$ cat config.mk
export PLATFORM = sky130hd
export DESIGN_NAME = sdram_burst_colgen
export DESIGN_NICKNAME = d
export VERILOG_FILES = /design/src/rtl/colgen_pkg.sv /design/src/rtl/colgen_mode_reg.sv /design/src/rtl/colgen_addr_calc.sv /design/src/rtl/colgen_seq.sv /design/src/rtl/sdram_burst_colgen.sv
export SDC_FILE = /design/constraint.sdc
export NUM_CORES = 1
export LEC_CHECK = 0
export ABC_AREA = 0
export BUFFER_PORTS_ARGS = -buffer_cell sky130_fd_sc_hd__buf_2
export CAP_MARGIN = 20
export CORE_AREA = 3 3 97 99
export CTS_CLUSTER_SIZE = 14
export DETAILED_ROUTE_END_ITERATION = 6
export DIE_AREA = 0 0 100 102
export SLEW_MARGIN = 20
export SYNTH_ARGS = -nofsm -noshare
export SYNTH_HDL_FRONTEND = slang
export SYNTH_HIERARCHICAL = 1
export SYNTH_SLANG_ARGS = --single-unit
$ cat constraint.sdc
create_clock -name clk -period 3.65 [get_ports clk]
set_clock_uncertainty 0.2 [all_clocks]
set_input_delay 0 -clock clk [delete_from_list [all_inputs] [get_ports clk]]
set_output_delay 0 -clock clk [all_outputs]
set_load 0.02 [all_outputs]
$ cat src/rtl/colgen_pkg.sv
package colgen_pkg;

  typedef enum logic {
    ORD_SEQ = 1'b0,
    ORD_ILV = 1'b1
  } order_e;

  typedef enum logic [2:0] {
    BLEN_1    = 3'd0,
    BLEN_2    = 3'd1,
    BLEN_4    = 3'd2,
    BLEN_8    = 3'd3,
    BLEN_PAGE = 3'd4
  } blen_e;

  typedef struct packed {
    blen_e  blen;
    order_e order;
    logic   wr_one;
    logic   err;
  } mode_cfg_t;

  localparam mode_cfg_t MODE_RESET = '{blen: BLEN_1, order: ORD_SEQ, wr_one: 1'b0, err: 1'b0};

  function automatic mode_cfg_t decode_mode(input logic [2:0] code, input logic ilv, input logic wone);
    mode_cfg_t m;
    m.order  = ilv ? ORD_ILV : ORD_SEQ;
    m.wr_one = wone;
    m.err    = 1'b0;
    unique case (code)
      3'b000:  m.blen = BLEN_1;
      3'b001:  m.blen = BLEN_2;
      3'b010:  m.blen = BLEN_4;
      3'b011:  m.blen = BLEN_8;
      3'b111:  m.blen = BLEN_PAGE;
      default: begin
        m.blen = BLEN_1;
        m.err  = 1'b1;
      end
    endcase
    if (m.blen == BLEN_PAGE && ilv) begin
      m.blen  = BLEN_1;
      m.order = ORD_SEQ;
      m.err   = 1'b1;
    end
    return m;
  endfunction

endpackage

$ cat src/rtl/colgen_mode_reg.sv
module colgen_mode_reg
  import colgen_pkg::*;
#(
  parameter int MODE_W   = 12,
  parameter int LEN_LSB  = 0,
  parameter int TYPE_BIT = 3,
  parameter int WONE_BIT = 9
) (
  input  logic              clk,
  input  logic              rst,
  input  logic              load,
  input  logic [MODE_W-1:0] word,
  output mode_cfg_t         cfg
);

  mode_cfg_t cfg_q;
  mode_cfg_t cfg_d;

  always_comb begin
    cfg_d = decode_mode(word[LEN_LSB +: 3], word[TYPE_BIT], word[WONE_BIT]);
  end

  always_ff @(posedge clk) begin
    if (rst) begin
      cfg_q <= MODE_RESET;
    end else if (load) begin
      cfg_q <= cfg_d;
    end
  end

  assign cfg = cfg_q;

endmodule

$ cat src/rtl/colgen_addr_calc.sv
module colgen_addr_calc #(
  parameter int COL_W = 8
) (
  input  logic [COL_W-1:0] base,
  input  logic [COL_W-1:0] idx,
  input  logic [COL_W-1:0] mask,
  input  logic             ilv,
  output logic [COL_W-1:0] col
);

  logic [COL_W-1:0] step_sum;
  logic [COL_W-1:0] step_mix;
  logic [COL_W-1:0] low_part;

  always_comb begin
    step_sum = base + idx;
    step_mix = base ^ idx;
    low_part = ilv ? step_mix : step_sum;
    col      = (base & ~mask) | (low_part & mask);
  end

endmodule

$ cat src/rtl/colgen_seq.sv
module colgen_seq
  import colgen_pkg::*;
#(
  parameter int COL_W = 8
) (
  input  logic             clk,
  input  logic             rst,
  input  mode_cfg_t        cfg,
  input  logic             start,
  input  logic             start_wr,
  input  logic [COL_W-1:0] start_col,
  input  logic             stop,
  output logic [COL_W-1:0] col_out,
  output logic             col_valid,
  output logic             col_last
);

  localparam logic [COL_W-1:0] ONE_COL = COL_W'(1);

  logic [COL_W-1:0] base_q;
  logic [COL_W-1:0] idx_q;
  logic [COL_W-1:0] mask_q;
  logic             ilv_q;
  logic             page_q;
  logic [COL_W-1:0] col_q;
  logic             valid_q;
  logic             last_q;

  blen_e            eff_len;
  logic [COL_W-1:0] mask_s;
  logic             page_s;
  logic [COL_W-1:0] idx_n;
  logic [COL_W-1:0] col_n;

  always_comb begin
    eff_len = (start_wr && cfg.wr_one) ? BLEN_1 : cfg.blen;
    page_s  = (eff_len == BLEN_PAGE);
    unique case (eff_len)
      BLEN_1:    mask_s = '0;
      BLEN_2:    mask_s = COL_W'(1);
      BLEN_4:    mask_s = COL_W'(3);
      BLEN_8:    mask_s = COL_W'(7);
      BLEN_PAGE: mask_s = '1;
      default:   mask_s = '0;
    endcase
    idx_n = idx_q + ONE_COL;
  end

  colgen_addr_calc #(.COL_W(COL_W)) calc_i (
    .base (base_q),
    .idx  (idx_n),
    .mask (mask_q),
    .ilv  (ilv_q),
    .col  (col_n)
  );

  always_ff @(posedge clk) begin
    if (rst) begin
      base_q  <= '0;
      idx_q   <= '0;
      mask_q  <= '0;
      ilv_q   <= 1'b0;
      page_q  <= 1'b0;
      col_q   <= '0;
      valid_q <= 1'b0;
      last_q  <= 1'b0;
    end else if (start) begin
      base_q  <= start_col;
      idx_q   <= '0;
      mask_q  <= mask_s;
      ilv_q   <= (cfg.order == ORD_ILV) && !page_s;
      page_q  <= page_s;
      col_q   <= start_col;
      valid_q <= 1'b1;
      last_q  <= !page_s && (mask_s == '0);
    end else if (stop) begin
      valid_q <= 1'b0;
      last_q  <= 1'b0;
    end else if (valid_q) begin
      if (last_q) begin
        valid_q <= 1'b0;
        last_q  <= 1'b0;
      end else begin
        idx_q  <= idx_n;
        col_q  <= col_n;
        last_q <= !page_q && (idx_n == mask_q);
      end
    end
  end

  assign col_out   = col_q;
  assign col_valid = valid_q;
  assign col_last  = last_q;

endmodule

$ cat src/rtl/sdram_burst_colgen.sv
module sdram_burst_colgen
  import colgen_pkg::*;
#(
  parameter int COL_W    = 8,
  parameter int MODE_W   = 12,
  parameter int TYPE_BIT = 3,
  parameter int WONE_BIT = 9
) (
  input  logic              clk,
  input  logic              rst,
  input  logic              mode_load,
  input  logic [MODE_W-1:0] mode_word,
  input  logic              start,
  input  logic              start_wr,
  input  logic [COL_W-1:0]  start_col,
  input  logic              stop,
  output logic [COL_W-1:0]  col_out,
  output logic              col_valid,
  output logic              col_last,
  output logic              mode_err
);

  mode_cfg_t cfg;

  colgen_mode_reg #(
    .MODE_W   (MODE_W),
    .LEN_LSB  (0),
    .TYPE_BIT (TYPE_BIT),
    .WONE_BIT (WONE_BIT)
  ) mode_i (
    .clk  (clk),
    .rst  (rst),
    .load (mode_load),
    .word (mode_word),
    .cfg  (cfg)
  );

  colgen_seq #(.COL_W(COL_W)) seq_i (
    .clk       (clk),
    .rst       (rst),
    .cfg       (cfg),
    .start     (start),
    .start_wr  (start_wr),
    .start_col (start_col),
    .stop      (stop),
    .col_out   (col_out),
    .col_valid (col_valid),
    .col_last  (col_last)
  );

  assign mode_err = cfg.err;

endmodule

# Word-level counts from Yosys, hierarchy flattened
# Cells that the tools add are included.
# Widths: inputs -> output; s select.
dict set report op_classes {
  addsub 2
  n_eq_ne 12
  n_mux 20
  n_bitwise 7
  n_reduce_logical 15
}
# cell n
set op_table {}
lappend op_table {{$mux 8} 5}
lappend op_table {{$pmux 8 s4} 1}
lappend op_table {{$and 8x8->8} 2}
lappend op_table {{$eq 3x2->1 const B} 4}
lappend op_table {{$pmux 3 s4} 1}
lappend op_table {{$mux 1} 11}
lappend op_table {{$eq 3x3->1 const B} 3}
lappend op_table {{$add 8x1->8 const B} 1}
lappend op_table {{$add 8x8->8} 1}
lappend op_table {{$eq 8x8->1} 1}
lappend op_table {{$logic_not 8->1} 1}
lappend op_table {{$not 8->8} 1}
lappend op_table {{$or 8x8->8} 1}
lappend op_table {{$xor 8x8->8} 1}
lappend op_table {{$eq 3x1->1 const B} 2}
lappend op_table {{$reduce_and 3->1} 2}
lappend op_table {{$logic_and 1x1->1} 5}
lappend op_table {{$reduce_or 5->1} 1}
lappend op_table {{$mux 4} 1}
lappend op_table {{$ne 2x2->1 const B} 2}
lappend op_table {{$logic_not 3->1} 1}
lappend op_table {{$mux 3} 1}
lappend op_table {{$reduce_bool 3->1} 1}
lappend op_table {{$logic_not 1->1} 2}
lappend op_table {{3 further kinds} 4}
dict set report totals {
  register_bits 42
  output_inout_bits 11
  elab_cells 68
}

# Depth between registers and ports, before layout
dict set report logic_depth {
  ltp_word 9
  ltp_mapped 13
  mapped_depth_nobuf 13
}

# By module
# The synthesis kept the hierarchy.
# mod n_inst cells_each area_per_inst_um2 seq_area_each_um2
set by_module_without_submodules {}
lappend by_module_without_submodules {colgen_seq 1 174 1487.7 620.6}
lappend by_module_without_submodules {colgen_addr_calc 1 61 420.4 0.0}
lappend by_module_without_submodules {colgen_mode_reg 1 24 252.7 120.1}

# Worst setup path after synthesis
# Ideal clock, no wire load.
dict set report synth_path {
  path_type {register to register}
  start {register seq_i.idx_q[0]}
  end {register seq_i.col_q[7], in the netlist seq_i/col_out[7]}
  setup_time_ps 128
  t_arrival_ps 2714
  path_slack_ps 608
  path_stages_with_launch 14
  n_path_buf 0
  period_less_slack_ps 3042
  path_cell_list {dfxtp_1 -> ha_1 -> nand3_1 -> nor2_1 -> xor2_1 -> ha_1 -> a21oi_1 -> nor2_1 -> and4bb_2 -> o32a_1 -> or4_1 -> mux2i_1 -> o21a_1 -> nor2_1}
}
dict set report synth_via {
  elab_chain_len 9
}
# element line
set synth_rtl {}
lappend synth_rtl {{start, declared} colgen_seq.sv:21} ;# logic [COL_W-1:0] idx_q;
lappend synth_rtl {{start signal, assigned} colgen_seq.sv:84} ;# idx_q <= idx_n;
lappend synth_rtl {{$add 8x1->8} colgen_seq.sv:46} ;# idx_n = idx_q + ONE_COL;
lappend synth_rtl {{net seq_i.idx_n[6]} colgen_seq.sv:32} ;# logic [COL_W-1:0] idx_n;
lappend synth_rtl {{$add 8x8->8} colgen_addr_calc.sv:16} ;# step_sum = base + idx;
lappend synth_rtl {{$mux 8} colgen_addr_calc.sv:18} ;# low_part = ilv ? step_mix : step_sum;
lappend synth_rtl {{$and 8x8->8} colgen_addr_calc.sv:19} ;# col = (base & ~mask) | (low_part & mask);
lappend synth_rtl {{$or 8x8->8} colgen_addr_calc.sv:19}
lappend synth_rtl {{net seq_i.col_n[7]} colgen_seq.sv:33} ;# logic [COL_W-1:0] col_n;
lappend synth_rtl {{$mux 8} colgen_seq.sv:80} ;# if (last_q) begin
lappend synth_rtl {{$mux 8} colgen_seq.sv:79} ;# end else if (valid_q) begin
lappend synth_rtl {{$mux 8} colgen_seq.sv:76} ;# end else if (stop) begin
lappend synth_rtl {{$mux 8} colgen_seq.sv:67} ;# end else if (start) begin
lappend synth_rtl {{end signal, assigned} colgen_seq.sv:73} ;# col_q <= start_col;
lappend synth_rtl {{end signal, assigned} colgen_seq.sv:85} ;# col_q <= col_n;
lappend synth_rtl {{end, declared} colgen_seq.sv:25} ;# logic [COL_W-1:0] col_q;
# The timed path passes the listed nets, and every way through them passes these cells. The select of a mux whose other input is x is not followed.
# A chain may end at the register's enable or synchronous reset.

# Worst setup path in the final report
# Ends and elaborated chain as after synthesis.

==> reports/qor.yml <==
run_status:
  status: "complete, no violations"
sta:
  hold_viol_final: 0
  setup_tns_ns: 0
  slew_viol_final: 0
  rsz0062_at_grt: "false"
  timing.final.crit_share_pct: 92.5
  worst_slew_pin_slew_ns: 0.584
  fmax_mhz: 296
  period_needed_ns: 3.38
  finalSetupViolCount: 0
  slew_headroom_pct: 61.1
synthesis:
  ys_types: 51
  synth_top_area_cell: "dfxtp_1"
  synth_commonest_cells: "37 x dfxtp_1, 30 x nor2_1, 25 x a21oi_1"
  synthesis.area_sq_um: 2160
  synth-edff-count: 0
  synth_most_common_cell: "dfxtp_1"
  synth_top_flop_cell: "dfxtp_1"
  synth_top_cells_by_area: "dfxtp_1 34%, a21oi_1 5.8%, nor2_1 5.2%"
  yosysSeqAreaShare_pct: 34.3
  synth_cells: 259
  post-synth-top-area-fraction_pct: 34.3
  syn_area_per_cell_sq_um: 8.34
  synth-seq-cells: 37
  syn_nets: 294
  yosysWarnings: 6
  synthArstFlopShare_pct: 0
min_path:
  holdCritPathClass: "in2reg"
final_layout:
  syn2layout_area_growth_pct: 25.2
  layout.cells.non_filler: 416
  antenna-diode-count: 0
  nFillCells: 887
  fin_nets: 342
  drive_gt1_share_pct: 15.3
  fin_util_pct: 31.3
clock_network:
  cts_buffer_depth: 2
  cts_buffers: 5
  tritoncts: "yes"
  htree_levels: 2
  root_buffer: "clkbuf_8"
  cts.repair.resized: 0
  clock_latency_ns: 0.29
  path_clk_slew_ns: 0.08
  cts_sinks: 37
  postCtsSetupBuffers: 0
power_and_ir_drop:
  ir_drop_mv: 0.195
  powerDensity_nw_per_um2: 312
  power_leakage_nw: 1.06
grt:
  antenna_found_initial: 0
  grt_pass1_vias: 1894
  grt_pass1_wl_mm: 8.69
  grt_max_degree: 39
  gr-total-overflow: 0
  grt.total_usage_pct: 10.5
routing:
  viasPerCell: 4.62
  drt-total-wl_mm: 5.01
  drt_iter0_drc: 111
  drc: 0
  wl_per_cell_um: 12.1
  firstDrtPassIters: 4
  ant_nets: 0
  vias: 1921
floorplan:
  fp-row-count: 34
  io_pins: 37
  fp.dieW_um: 100
  fp.dieH_um: 102
  die_area_sq_um: 10200
  initial_core_util_pct: 25.0
  core-area_sq_um: 8640
worst_setup_path:
  cp.required_ns: 3.61
  cpPeakStageDelay_ns: 0.52
  crit_buf_inv: 0
  crit_family: "simple AND/OR/NAND/NOR gates"
  crit_path_frequent_cell: "nor2_1"
  crit_slowest_cell: "or4_1"
  path_cells: "ha_1, nand3_1, nor2_1, xor2_1, ha_1, a21oi_1, nor2_1, and4bb_2, o32a_1, or4_1, mux2i_1, o21a_1, nor2_1"
  critPathCaptureType: "register"
  crit_type: "reg2reg"
  cp_max_fo: 6
  start_kind: "register"
  worstPathArrival_ns: 3.34
place:
  place_congestion: 0.767
  portBuffers: 29
  place_inst: 384
  hpwl_mm: 3.33
job:
  maxCapViolCount: 0
-- layer usage --
metal | wire length [um] | GRT usage [%]
met2 | 2440 | 18.1
met5 | 0 | 0
met1 | 2350 | 13.3
met4 | 71 | 3.11
met3 | 146 | 2.39
-- timing repair --
item	CTS	global route
setup endpoints to repair	0	0
hold endpoints to repair	26	0
hold buffers	24	0
-- cells in the final DEF (no fill, tap or decap), drive strengths merged, types with 2 or more instances in the layout --
master and n:
a211oi 2, a21o 2, a21oi 25, a31oi 4, and4 2, and4bb 2
buf 30, clkbuf 6, clkinv 2, dfxtp 37, dlygate4sd3 24, ha 8
inv 7, mux2 2, mux2i 11, nand2 24, nand2b 14, nand3 6
nand3b 2, nor2 30, nor2b 3, nor3 4, nor3b 4, o211ai 3
o21a 8, o21ai 6, o21bai 2, or3 4, xnor2 12, xor2 6
-- logic make-up (layout without fill, tap and decap cells) --
family | count (synthesis) | count (layout) | synth area share [%]
AND/OR/NAND/NOR | 102 | 102 | 24.8
AO/OA/AOI/OAI | 60 | 60 | 17.6
flip-flops | 37 | 37 | 34.3
buffers and inverters | 20 | 69 | 4.28
XOR/XNOR | 18 | 18 | 7.30
multiplexers | 13 | 13 | 6.14
adder cells (fa/ha/maj) | 9 | 9 | 5.56
-- layout make-up --
type                       count  area [sq um]  area share, %
multi-input combinational    202          1330           49.1
clock buffer                   6          72.6           2.68
sequential                    37           741           27.4
inverter                       7          26.3          0.971
timing repair buffer          54           393           14.5
tap                          108           135           5.00
clock inverter                 2          10.0          0.370
-- path summary, 6_finish.rpt --
| check | start | to | slack, ns | cells past startpoint |
|---|---|---|---|---|
| max | seq_i/idx_q[0]$_SDFFE_PP0P_ | seq_i/col_out[7]$_SDFFE_PP0P_ | 0.27 | 13 |
| min | stop | seq_i/col_last$_SDFFE_PP0P_ | 0.03 | 3 |
| max reg2reg | seq_i/idx_q[0]$_SDFFE_PP0P_ | seq_i/col_out[7]$_SDFFE_PP0P_ | 0.27 | 13 |
| min reg2reg | mode_i/cfg[2]$_SDFFE_PP0P_ | seq_i/ilv_q$_SDFFE_PP0P_ | 0.30 | 2 |
-- power by group --
part           total, mW  internal, mW  switching [mW]
clock              0.282         0.132           0.150
combinational      0.128        0.0643          0.0641
sequential         0.433         0.420          0.0133
-- flip-flops by register name (all words and copies together), names as in the netlist --
register / cells
seq_i/page_q: 1
mode_i/cfg: 6
seq_i/col_last: 1
seq_i/mask_q: 3
seq_i/col_out: 8
seq_i/idx_q: 8
seq_i/ilv_q: 1
seq_i/col_valid: 1
seq_i/base_q: 8
-- metrics by stage --
step	power, mW	setup WS [ns]	hold WS [ns]	area [sq um]
after global routing	0.890	0.00565	0.0564	2710
after global placement	0.548	0.384	0.0382	2380
after CTS	0.854	0.274	0.0185	2710
after detailed placement	0.551	0.340	0.0456	2380
after floorplan	0.517	0.608	-0.131	2160
final	0.843	0.274	0.0277	2710
-- worst reg2reg max path: cells and delay by family, from the launching register on --
family | cells | cell delay [ns]
flip-flops | 1 | 0.43
XOR/XNOR | 1 | 0.10
AO/OA/AOI/OAI | 3 | 0.36
AND/OR/NAND/NOR | 6 | 1.35
multiplexers | 1 | 0.14
adder cells (fa/ha/maj) | 2 | 0.66
No activity file was read; power rests on OpenSTA's default activity.
